`src/rtl/dbu_pkg.sv`:
```
// Shared constants for the delayed branch unit.
// Assumes: the trailing-slot count is small (fits a few bits).
package dbu_pkg;
    localparam int TRAIL_SLOTS = 3;
    localparam int TRAIL_CNT_W = $clog2(TRAIL_SLOTS + 1);
endpackage

```
`src/rtl/dbu_depth.sv`:
```
// Computes the trailing-instruction deficit of a new branch: the slot
// count minus the lower stages that already hold the branch's task.
// Assumes: stage task IDs are packed TID_W bits per stage, stage 0 lowest.
module dbu_depth #(
    parameter int N_STG = 3,
    parameter int TID_W = 2,
    parameter int TRAIL = 3,
    parameter int CNT_W = 2
) (
    input  logic [N_STG-1:0]       stg_valid,
    input  logic [N_STG*TID_W-1:0] stg_task,
    input  logic [TID_W-1:0]       req_task,
    output logic [CNT_W-1:0]       deficit
);
    int hits;

    // Count valid same-task stages and turn the count into a saturated deficit.
    always_comb begin
        hits = 0;
        for (int i = 0; i < N_STG; i++) begin
            if (stg_valid[i] && (stg_task[i*TID_W +: TID_W] == req_task)) begin
                hits = hits + 1;
            end
        end
        deficit = (hits >= TRAIL) ? '0 : CNT_W'(TRAIL - hits);
    end
endmodule

```
`src/rtl/dbu_slot.sv`:
```
// One task's pending delayed branch: a flag, the stored target and a
// down-counter of missing same-task instructions. The redirect is shown
// while the flag is set and the counter has reached zero.
// Assumes: load and tick are already qualified with this task's ID.
module dbu_slot #(
    parameter int ADDR_W = 16,
    parameter int CNT_W  = 2
) (
    input  logic              clk,
    input  logic              rst_n,
    input  logic              load,
    input  logic [CNT_W-1:0]  deficit,
    input  logic [ADDR_W-1:0] target,
    input  logic              tick,
    output logic              redir,
    output logic [ADDR_W-1:0] redir_tgt
);
    logic              pend_q;
    logic [CNT_W-1:0]  cnt_q;
    logic [ADDR_W-1:0] tgt_q;

    assign redir     = pend_q && (cnt_q == '0);
    assign redir_tgt = tgt_q;

    // Accept when idle, count same-task issues, and release after the redirect.
    always_ff @(posedge clk) begin
        if (!rst_n) begin
            pend_q <= 1'b0;
            cnt_q  <= '0;
            tgt_q  <= '0;
        end else if (redir) begin
            pend_q <= 1'b0;
        end else if (pend_q) begin
            if (tick) begin
                cnt_q <= cnt_q - 1'b1;
            end
        end else if (load) begin
            pend_q <= 1'b1;
            cnt_q  <= deficit;
            tgt_q  <= target;
        end
    end

    p_zero_deficit_redirect_r3: assert property (@(posedge clk) disable iff (!rst_n)
        (load && !pend_q && deficit == '0) |=> redir);

    p_last_tick_redirect_r4: assert property (@(posedge clk) disable iff (!rst_n)
        (pend_q && cnt_q == CNT_W'(1) && tick) |=> redir);

    p_hold_without_tick_r5: assert property (@(posedge clk) disable iff (!rst_n)
        (pend_q && cnt_q != '0 && !tick) |=> (pend_q && $stable(cnt_q)));

    p_target_held_r6: assert property (@(posedge clk) disable iff (!rst_n)
        (pend_q && !redir) |=> $stable(tgt_q));

    p_busy_ignores_load_r7: assert property (@(posedge clk) disable iff (!rst_n)
        (pend_q && load) |=> $stable(tgt_q));

    p_single_strobe_r10: assert property (@(posedge clk) disable iff (!rst_n)
        redir |=> !redir);
endmodule

```
`src/rtl/dbranch_unit.sv`:
```
// Task-aware delayed branch unit. One slot per task holds a pending
// branch until three same-task trailing instructions are guaranteed,
// then pulses that task's redirect strobe with the stored target.
// Assumes: at most one branch request and one issue per cycle.
module dbranch_unit #(
    parameter int N_TASK = 4,
    parameter int ADDR_W = 16,
    parameter int N_STG  = 3,
    parameter int TRAIL  = dbu_pkg::TRAIL_SLOTS
) (
    input  logic                     clk,
    input  logic                     rst_n,
    input  logic                     br_valid,
    input  logic [$clog2(N_TASK)-1:0] br_task,
    input  logic [ADDR_W-1:0]        br_target,
    input  logic [N_STG-1:0]         stg_valid,
    input  logic [N_STG*$clog2(N_TASK)-1:0] stg_task,
    input  logic                     ret_valid,
    input  logic [$clog2(N_TASK)-1:0] ret_task,
    output logic [N_TASK-1:0]        redir_valid,
    output logic [N_TASK*ADDR_W-1:0] redir_target
);
    localparam int TID_W = $clog2(N_TASK);
    localparam int CNT_W = $clog2(TRAIL + 1);

    logic [CNT_W-1:0] deficit;

    dbu_depth #(
        .N_STG(N_STG), .TID_W(TID_W), .TRAIL(TRAIL), .CNT_W(CNT_W)
    ) i_depth (
        .stg_valid(stg_valid),
        .stg_task (stg_task),
        .req_task (br_task),
        .deficit  (deficit)
    );

    for (genvar t = 0; t < N_TASK; t++) begin : g_slot
        logic load_t;
        logic tick_t;

        // Route the request and issue stream only to the owning task's slot.
        always_comb begin
            load_t = br_valid  && (br_task  == TID_W'(t));
            tick_t = ret_valid && (ret_task == TID_W'(t));
        end

        dbu_slot #(.ADDR_W(ADDR_W), .CNT_W(CNT_W)) i_slot (
            .clk      (clk),
            .rst_n    (rst_n),
            .load     (load_t),
            .deficit  (deficit),
            .target   (br_target),
            .tick     (tick_t),
            .redir    (redir_valid[t]),
            .redir_tgt(redir_target[t*ADDR_W +: ADDR_W])
        );
    end
endmodule

```
`config.mk`:
```
export PLATFORM = sky130hd
export DESIGN_NAME = dbranch_unit
export DESIGN_NICKNAME = d
export VERILOG_FILES = /design/src/rtl/dbu_pkg.sv /design/src/rtl/dbu_depth.sv /design/src/rtl/dbu_slot.sv /design/src/rtl/dbranch_unit.sv
export SDC_FILE = /design/constraint.sdc
export NUM_CORES = 1
export LEC_CHECK = 0
export BUFFER_PORTS_ARGS = -buffer_cell sky130_fd_sc_hd__buf_4
export CORE_MARGIN = 3
export CORE_UTILIZATION = 40
export CTS_CLUSTER_SIZE = 25
export DETAILED_ROUTE_END_ITERATION = 10
export PLACE_DENSITY = 0.77
export SYNTH_ARGS = -nofsm -noshare
export SYNTH_HDL_FRONTEND = slang
export SYNTH_SLANG_ARGS = --single-unit
```
`constraint.sdc`:
```
create_clock -name clk -period 2.15 [get_ports clk]
set_input_delay 0.1075 -clock clk [delete_from_list [all_inputs] [get_ports clk]]
set_output_delay 0.1075 -clock clk [all_outputs]
set_load 0.005 [all_outputs]
```
==> flow_summary.ini, run 1 <==
[sta]
final_period_minus_worst_setup_slack_ns = 1.73
fin_skew_ns = 0.00773
slew_viol_final = 0
worst_slew_pin_slew_ns = 0.507
timing.final.crit_share = 0.804
finalHoldViolations = 0
setup_viol = 0
slew_headroom = 0.662
maxClockFrequency_mhz = 578
total_negative_setup_slacks_ns = 0
hold_ws_ns = 0.0255
rsz0062_at_grt = false

[cts]
tritoncts_num_sinks = 76
postCtsSetupBuffers = 0
cts-root-to-sink-buffers = 2
clock_pin_slew_reported_for_the_worst_setup_and_hold_paths_after_clock_tree_synthesis_ns = 0.08
tritoncts = done
hold_fix_buffers_cts = 0
cts-htree-levels = 3
cts_made_buffers = 9
post_cts_resize_count = 0
clkLatencyLatePin_ns = 0.34
clock-root-buffer = sky130_fd_sc_hd__clkbuf_8

[critical_path]
crit_path_max_fanout = 20
r2r-end = g_slot[0].i_slot.cnt_q[1]
timing.critical_path.required_ns = 2.38
critical_path.endpoint_type = flop
worstRegToRegCells = 3
cp-start-kind = flop
crit_start = g_slot[0].i_slot.pend_q
r2r_start = g_slot[0].i_slot.pend_q
critPathArrivalTime_ns = 1.96
setup.reg_to_reg.worst_slack_ns = 0.42
critPathKind = reg2reg
worst_setup_path_endpoint = g_slot[0].i_slot.cnt_q[1]

[synth]
netlist_instances = 386
post_synth.cell_area_avg_sq_um = 8.60
synth_seq_area_share = 0.459
synth.cell_area_sq_mm = 0.00332
syn_nets = 424
yosysWarnings = 0
synth-seq-cells = 76
synth_cell_type_count = 31

[route]
average_wire_length_per_cell_after_detail_routing_um = 15.4
finalWirelength_um = 8940
drt_pass1_iterations = 5
vias = 2964
drtIter0Drc = 133
ant_nets = 0
drt-vias-per-instance = 5.09
drcViolationCount = 0

[global_route]
grt.met3_usage = 0.0553
first_global_vias = 2957
top_usage_layer = met2
grt_start_max_net_pins = 61
gr-total-overflow = 0
grt_antenna_before_repair = 0
grt_usage = 0.194
groute.layer.met2.usage = 0.305
grtUsageMet1 = 0.254
grt_first_pass_wirelength_um = 14900

[final_layout]
layout_common_cells = sky130_fd_sc_hd__nand2_1 (134), sky130_fd_sc_hd__buf_4 (109), sky130_fd_sc_hd__dfxtp_1 (76), sky130_fd_sc_hd__a21boi_1 (68), sky130_fd_sc_hd__nor2b_1 (10)
layout_commonest_cell = sky130_fd_sc_hd__nand2_1
final_cell_count_without_fillers = 582
fillers = 727
share_of_final_layout_standard_cells_stronger_than_drive_strength_1 = 0.269
flow.area_growth_from_synthesis_pct = 30.8
post-route-cell-area_sq_mm = 0.00434
antenna_cells = 0
layout.nets = 514

[power]
totalPowerFinal_mw = 3.06
power_density_mw_per_mm2 = 704
p_leak_nw = 1.77
vdd_ir_drop_max_mv = 0.370

[placement]
gpl.final_weighted_congestion = 0.767
numPlacedInstances = 567
dpl.hpwl_um = 6190
dpl_cell_area_sq_mm = 0.00413
buffer_ports.inserted = 100

[floorplan]
floorplan.die.width_um = 97.1
placement_rows = 32
io_pins = 101
core_area_sq_mm = 0.00789
die_height_um = 97.1
start_util = 0.421
dieArea_sq_mm = 0.00942

[status]
outcome = finished clean

[hold_path]
worstHoldPathType = in2reg
worstHoldStart = br_target[1]

[flow_run]
max_cap_viol_count = 0
state kept, by name (all words and copies together), names as in the netlist:
name                     flops
g_slot.i_slot.pend_q         4
g_slot.i_slot.cnt_q          8
g_slot.i_slot.redir_tgt     64
routing by layer:
metal / vias to the layer above / part of all wire
met5: - / 0
met4: 0 / 0.014
met3: 12 / 0.074
met2: 105 / 0.47
met1: 1392 / 0.44
li1: 1455 / -
critical path, stage by stage, from the launching register on:
cell and delay [ns]:
sky130_fd_sc_hd__dfxtp_1 0.41, sky130_fd_sc_hd__or4b_4 0.68, sky130_fd_sc_hd__o21a_1 0.18, sky130_fd_sc_hd__o311a_1 0.35
stage by stage:
| step | setup slack, ns | utilization |
|---|---|---|
| final | 0.421 | 0.550 |
| after global routing | 0.339 | 0.550 |
| after CTS | 0.410 | 0.550 |
| after detailed placement | 0.244 | 0.523 |
| after global placement | 0.366 | 0.523 |
| after floorplan | 0.543 | - |
synthesized netlist by cell type, drive strengths merged:
cell / number / area, sq um
and4b: 2 / 20.0
and2: 4 / 25.0
dfxtp: 76 / 1520
o21bai: 2 / 15.0
o21ai: 2 / 10.0
buf: 16 / 115
nor4bb: 3 / 30.0
fa: 1 / 20.0
nand2: 134 / 503
o311a: 2 / 20.0
nand3: 3 / 15.0
or4b: 1 / 13.8
inv: 8 / 30.0
a221oi: 2 / 17.5
a21boi: 68 / 510
nand4bb: 3 / 33.8
nand2b: 6 / 37.5
nor2b: 10 / 62.6
ha: 4 / 50.1
mux2i: 2 / 20.0
o21a: 2 / 15.0
o22ai: 4 / 31.3
nor4b: 1 / 23.8
clkbuf: 14 / 52.6
nand4b: 2 / 17.5
a21oi: 2 / 10.0
xnor2: 6 / 52.6
o211ai: 6 / 45.0
power by group:
part,total [mW],internal (mW),switching (mW)
clock,1.18,0.649,0.527
sequential,1.49,1.46,0.0320
combinational,0.391,0.199,0.192
how the worst min path moves through the flow:
stage                                endpoint  cells past startpoint  slack (ns)
2_1_floorplan   g_slot[0].i_slot.redir_tgt[0]                      2        0.24
3_3_place_gp   g_slot[1].i_slot.redir_tgt[12]                      3        0.38
3_5_place_dp    g_slot[2].i_slot.redir_tgt[1]                      3        0.39
4_1_cts         g_slot[0].i_slot.redir_tgt[1]                      3        0.02
5_1_grt         g_slot[2].i_slot.redir_tgt[1]                      3        0.01
6_report        g_slot[2].i_slot.redir_tgt[1]                      3        0.03
cells by family (layout without fill, tap and decap cells):
| group | Yosys count | count (layout) | synth area share |
|---|---|---|---|
| XOR/XNOR | 6 | 6 | 0.0158 |
| multiplexers | 2 | 2 | 0.00603 |
| AO/OA/AOI/OAI | 90 | 90 | 0.203 |
| AND/OR/NAND/NOR | 169 | 169 | 0.236 |
| flip-flops | 76 | 76 | 0.459 |
| buffers and inverters | 38 | 132 | 0.0596 |
| adder cells (fa/ha/maj) | 5 | 5 | 0.0211 |
layout make-up:
type,instances,area (sq um),share of cell area
sequential,76,1520,0.351
multi-input combinational,272,1630,0.375
inverter,8,30.0,0.00692
timing repair buffer,109,818,0.189
clock inverter,6,88.8,0.0205
tap,102,128,0.0294
clock buffer,9,124,0.0285
Note: power is estimated with default switching activity, not from simulation.
==> run 2, diff against run 1 <==
clock period = 1.6 ns   (was 2.15 ns; I/O delays follow)
==> flow_summary.ini, run 2 (synthesized netlist as in run 1, its figures left out) <==
[status]
outcome = finished clean

[final_layout]
fin_util = 0.580
layout_common_cells = sky130_fd_sc_hd__nand2_1 (134), sky130_fd_sc_hd__buf_4 (121), sky130_fd_sc_hd__dfxtp_1 (75), sky130_fd_sc_hd__a21boi_1 (68), sky130_fd_sc_hd__dlygate4sd3_1 (12)
share_of_final_layout_standard_cells_stronger_than_drive_strength_1 = 0.283
antenna_cells = 0
layout.nets = 539
final_cell_count_without_fillers = 608
layout_commonest_cell = sky130_fd_sc_hd__nand2_1
number_of_flip_flops_in_the_largest_register = 64
flow.area_growth_from_synthesis_pct = 37.8
post-route-cell-area_sq_mm = 0.00457

[sta]
total_negative_setup_slacks_ns = 0
timing.final.ws_setup_ns = 0.0688
worst_slew_pin_slew_ns = 0.520
setup_viol = 0
fin_skew_ns = 0.00586
slew_viol_final = 0
timing.final.crit_share = 0.957
slew_headroom = 0.653
hold_ws_ns = 0.0119
final_period_minus_worst_setup_slack_ns = 1.53
finalHoldViolations = 0
maxClockFrequency_mhz = 653

[power]
power_density_mw_per_mm2 = 912
p_leak_nw = 1.90
cell_internal_pwr_mw = 3.15
clkPwrFrac = 0.383
vdd_ir_drop_max_mv = 0.651
power.share.combinational = 0.138
p_sw_mw = 1.02
totalPowerFinal_mw = 4.17
seq_power_share = 0.480
switching_share = 0.245

[floorplan]
start_util = 0.421
dieArea_sq_mm = 0.00942
io_pins = 101
floorplan.die.width_um = 97.1
core_area_sq_mm = 0.00789
placement_rows = 32
die_height_um = 97.1

[critical_path]
critical_path.endpoint_type = flop
crit_path_top_delay_cell = sky130_fd_sc_hd__o311a_1
setup.reg_to_reg.worst_slack_ns = 0.07
r2r_start = g_slot[2].i_slot.cnt_q[0]
critPathArrivalTime_ns = 1.76
critPathKind = reg2reg
timing.critical_path.required_ns = 1.83
cp-start-kind = flop
crit_path_max_fanout = 3
crit_chain = inv_1 -> ha_1 -> nand4b_1 -> o21a_1 -> o311a_1
crit_start = g_slot[2].i_slot.cnt_q[0]
crit_path_max_delay_family = compound AO/OA/AOI/OAI gates
r2r-end = g_slot[2].i_slot.cnt_q[1]
worstRegToRegCells = 5
crit_path_max_incr_delay_ns = 0.35
total_buffers_and_inverters_traversed_by_the_critical_path = 1

[cts]
clkLatencyLatePin_ns = 0.34
tritoncts = done
cts_made_buffers = 9
cts-root-to-sink-buffers = 2
cts-htree-levels = 3
clock-root-buffer = sky130_fd_sc_hd__clkbuf_8
tritoncts_num_sinks = 76
clock_pin_slew_reported_for_the_worst_setup_and_hold_paths_after_clock_tree_synthesis_ns = 0.08

[placement]
dpl_cell_area_sq_mm = 0.00421
buffer_ports.inserted = 100
worst_slack_after_detailed_placement_ns = -0.201
numPlacedInstances = 577
gpl.final_weighted_congestion = 0.842
dpl.hpwl_um = 6360

[route]
drt_pass1_iterations = 4
finalWirelength_um = 9210
vias = 3071
drtIter0Drc = 122
average_wire_length_per_cell_after_detail_routing_um = 15.2
drcViolationCount = 0
ant_nets = 0
drt-vias-per-instance = 5.05

[hold_path]
min_delay_path_depth = 3
worstHoldPathType = in2reg
min_delay_worst_endpoint = g_slot[1].i_slot.redir_tgt[5]
worstHoldStart = br_target[5]

[global_route]
grt_first_pass_wirelength_um = 14800
grt_start_max_net_pins = 44
gr-total-overflow = 0
grt_antenna_before_repair = 0
grt_usage = 0.193
first_global_vias = 2944

[flow_run]
max_cap_viol_count = 0
## run 2: cell types whose count changed in the layout (fill, tap and decap cells not counted), sizes merged
cell / change
buf: +13
clkbuf: +1
dlygate4sd3: +12
clkinv: +2
clkinvlp: -2
## run 2: layout make-up
class | count | area [sq um]
Clock inverter | 6 | 87.6
Inverter | 8 | 30.0
Fill cell | 692 | 3310
Tap cell | 102 | 128
Sequential cell | 76 | 1520
Clock buffer | 10 | 128
Multi-Input combinational cell | 272 | 1630
Timing Repair Buffer | 134 | 1050
## run 2: worst min-delay path, delay by kind of cell
family / cells / cell delay, ns
compound gates: 1 / 0.05
simple gates: 1 / 0.05
buf+inv: 1 / 0.12
## run 2: power by group through the flow
stage                     Combinational [mW]  Clock, mW  Sequential (mW)
after CTS                              0.577       1.63             2.00
final                                  0.574       1.60             2.00
after floorplan                        0.280          0             2.04
after global placement                 0.537          0             2.04
after detailed placement               0.552          0             2.04
after global routing                   0.631       1.70             2.01
## run 2: how the worst max path moves through the flow
stage,end,slack [ns],depth (start not counted)
floorplan,g_slot[3].i_slot.cnt_q[0],0.02,7
global placement,g_slot[3].i_slot.cnt_q[0],-0.07,7
detailed placement,g_slot[3].i_slot.cnt_q[0],-0.20,7
CTS,g_slot[2].i_slot.cnt_q[1],0.05,5
global route,g_slot[2].i_slot.cnt_q[1],-0.009,5
finish,g_slot[2].i_slot.cnt_q[1],0.07,5
## run 2: routing by layer
| layer | GRT usage | share of wire | up-vias |
|---|---|---|---|
| met5 | 0 | 0 | - |
| met4 | 0.0745 | 0.018 | 0 |
| met3 | 0.0538 | 0.074 | 11 |
| met2 | 0.312 | 0.47 | 99 |
| met1 | 0.245 | 0.43 | 1451 |
| li1 | - | - | 1510 |
## run 2: what timing repair did
action	CTS	global route
setup buffers	0	3
hold buffers	12	0
resized for setup	0	1
endpoints found under the hold margin	33	0
setup endpoints to repair	0	1
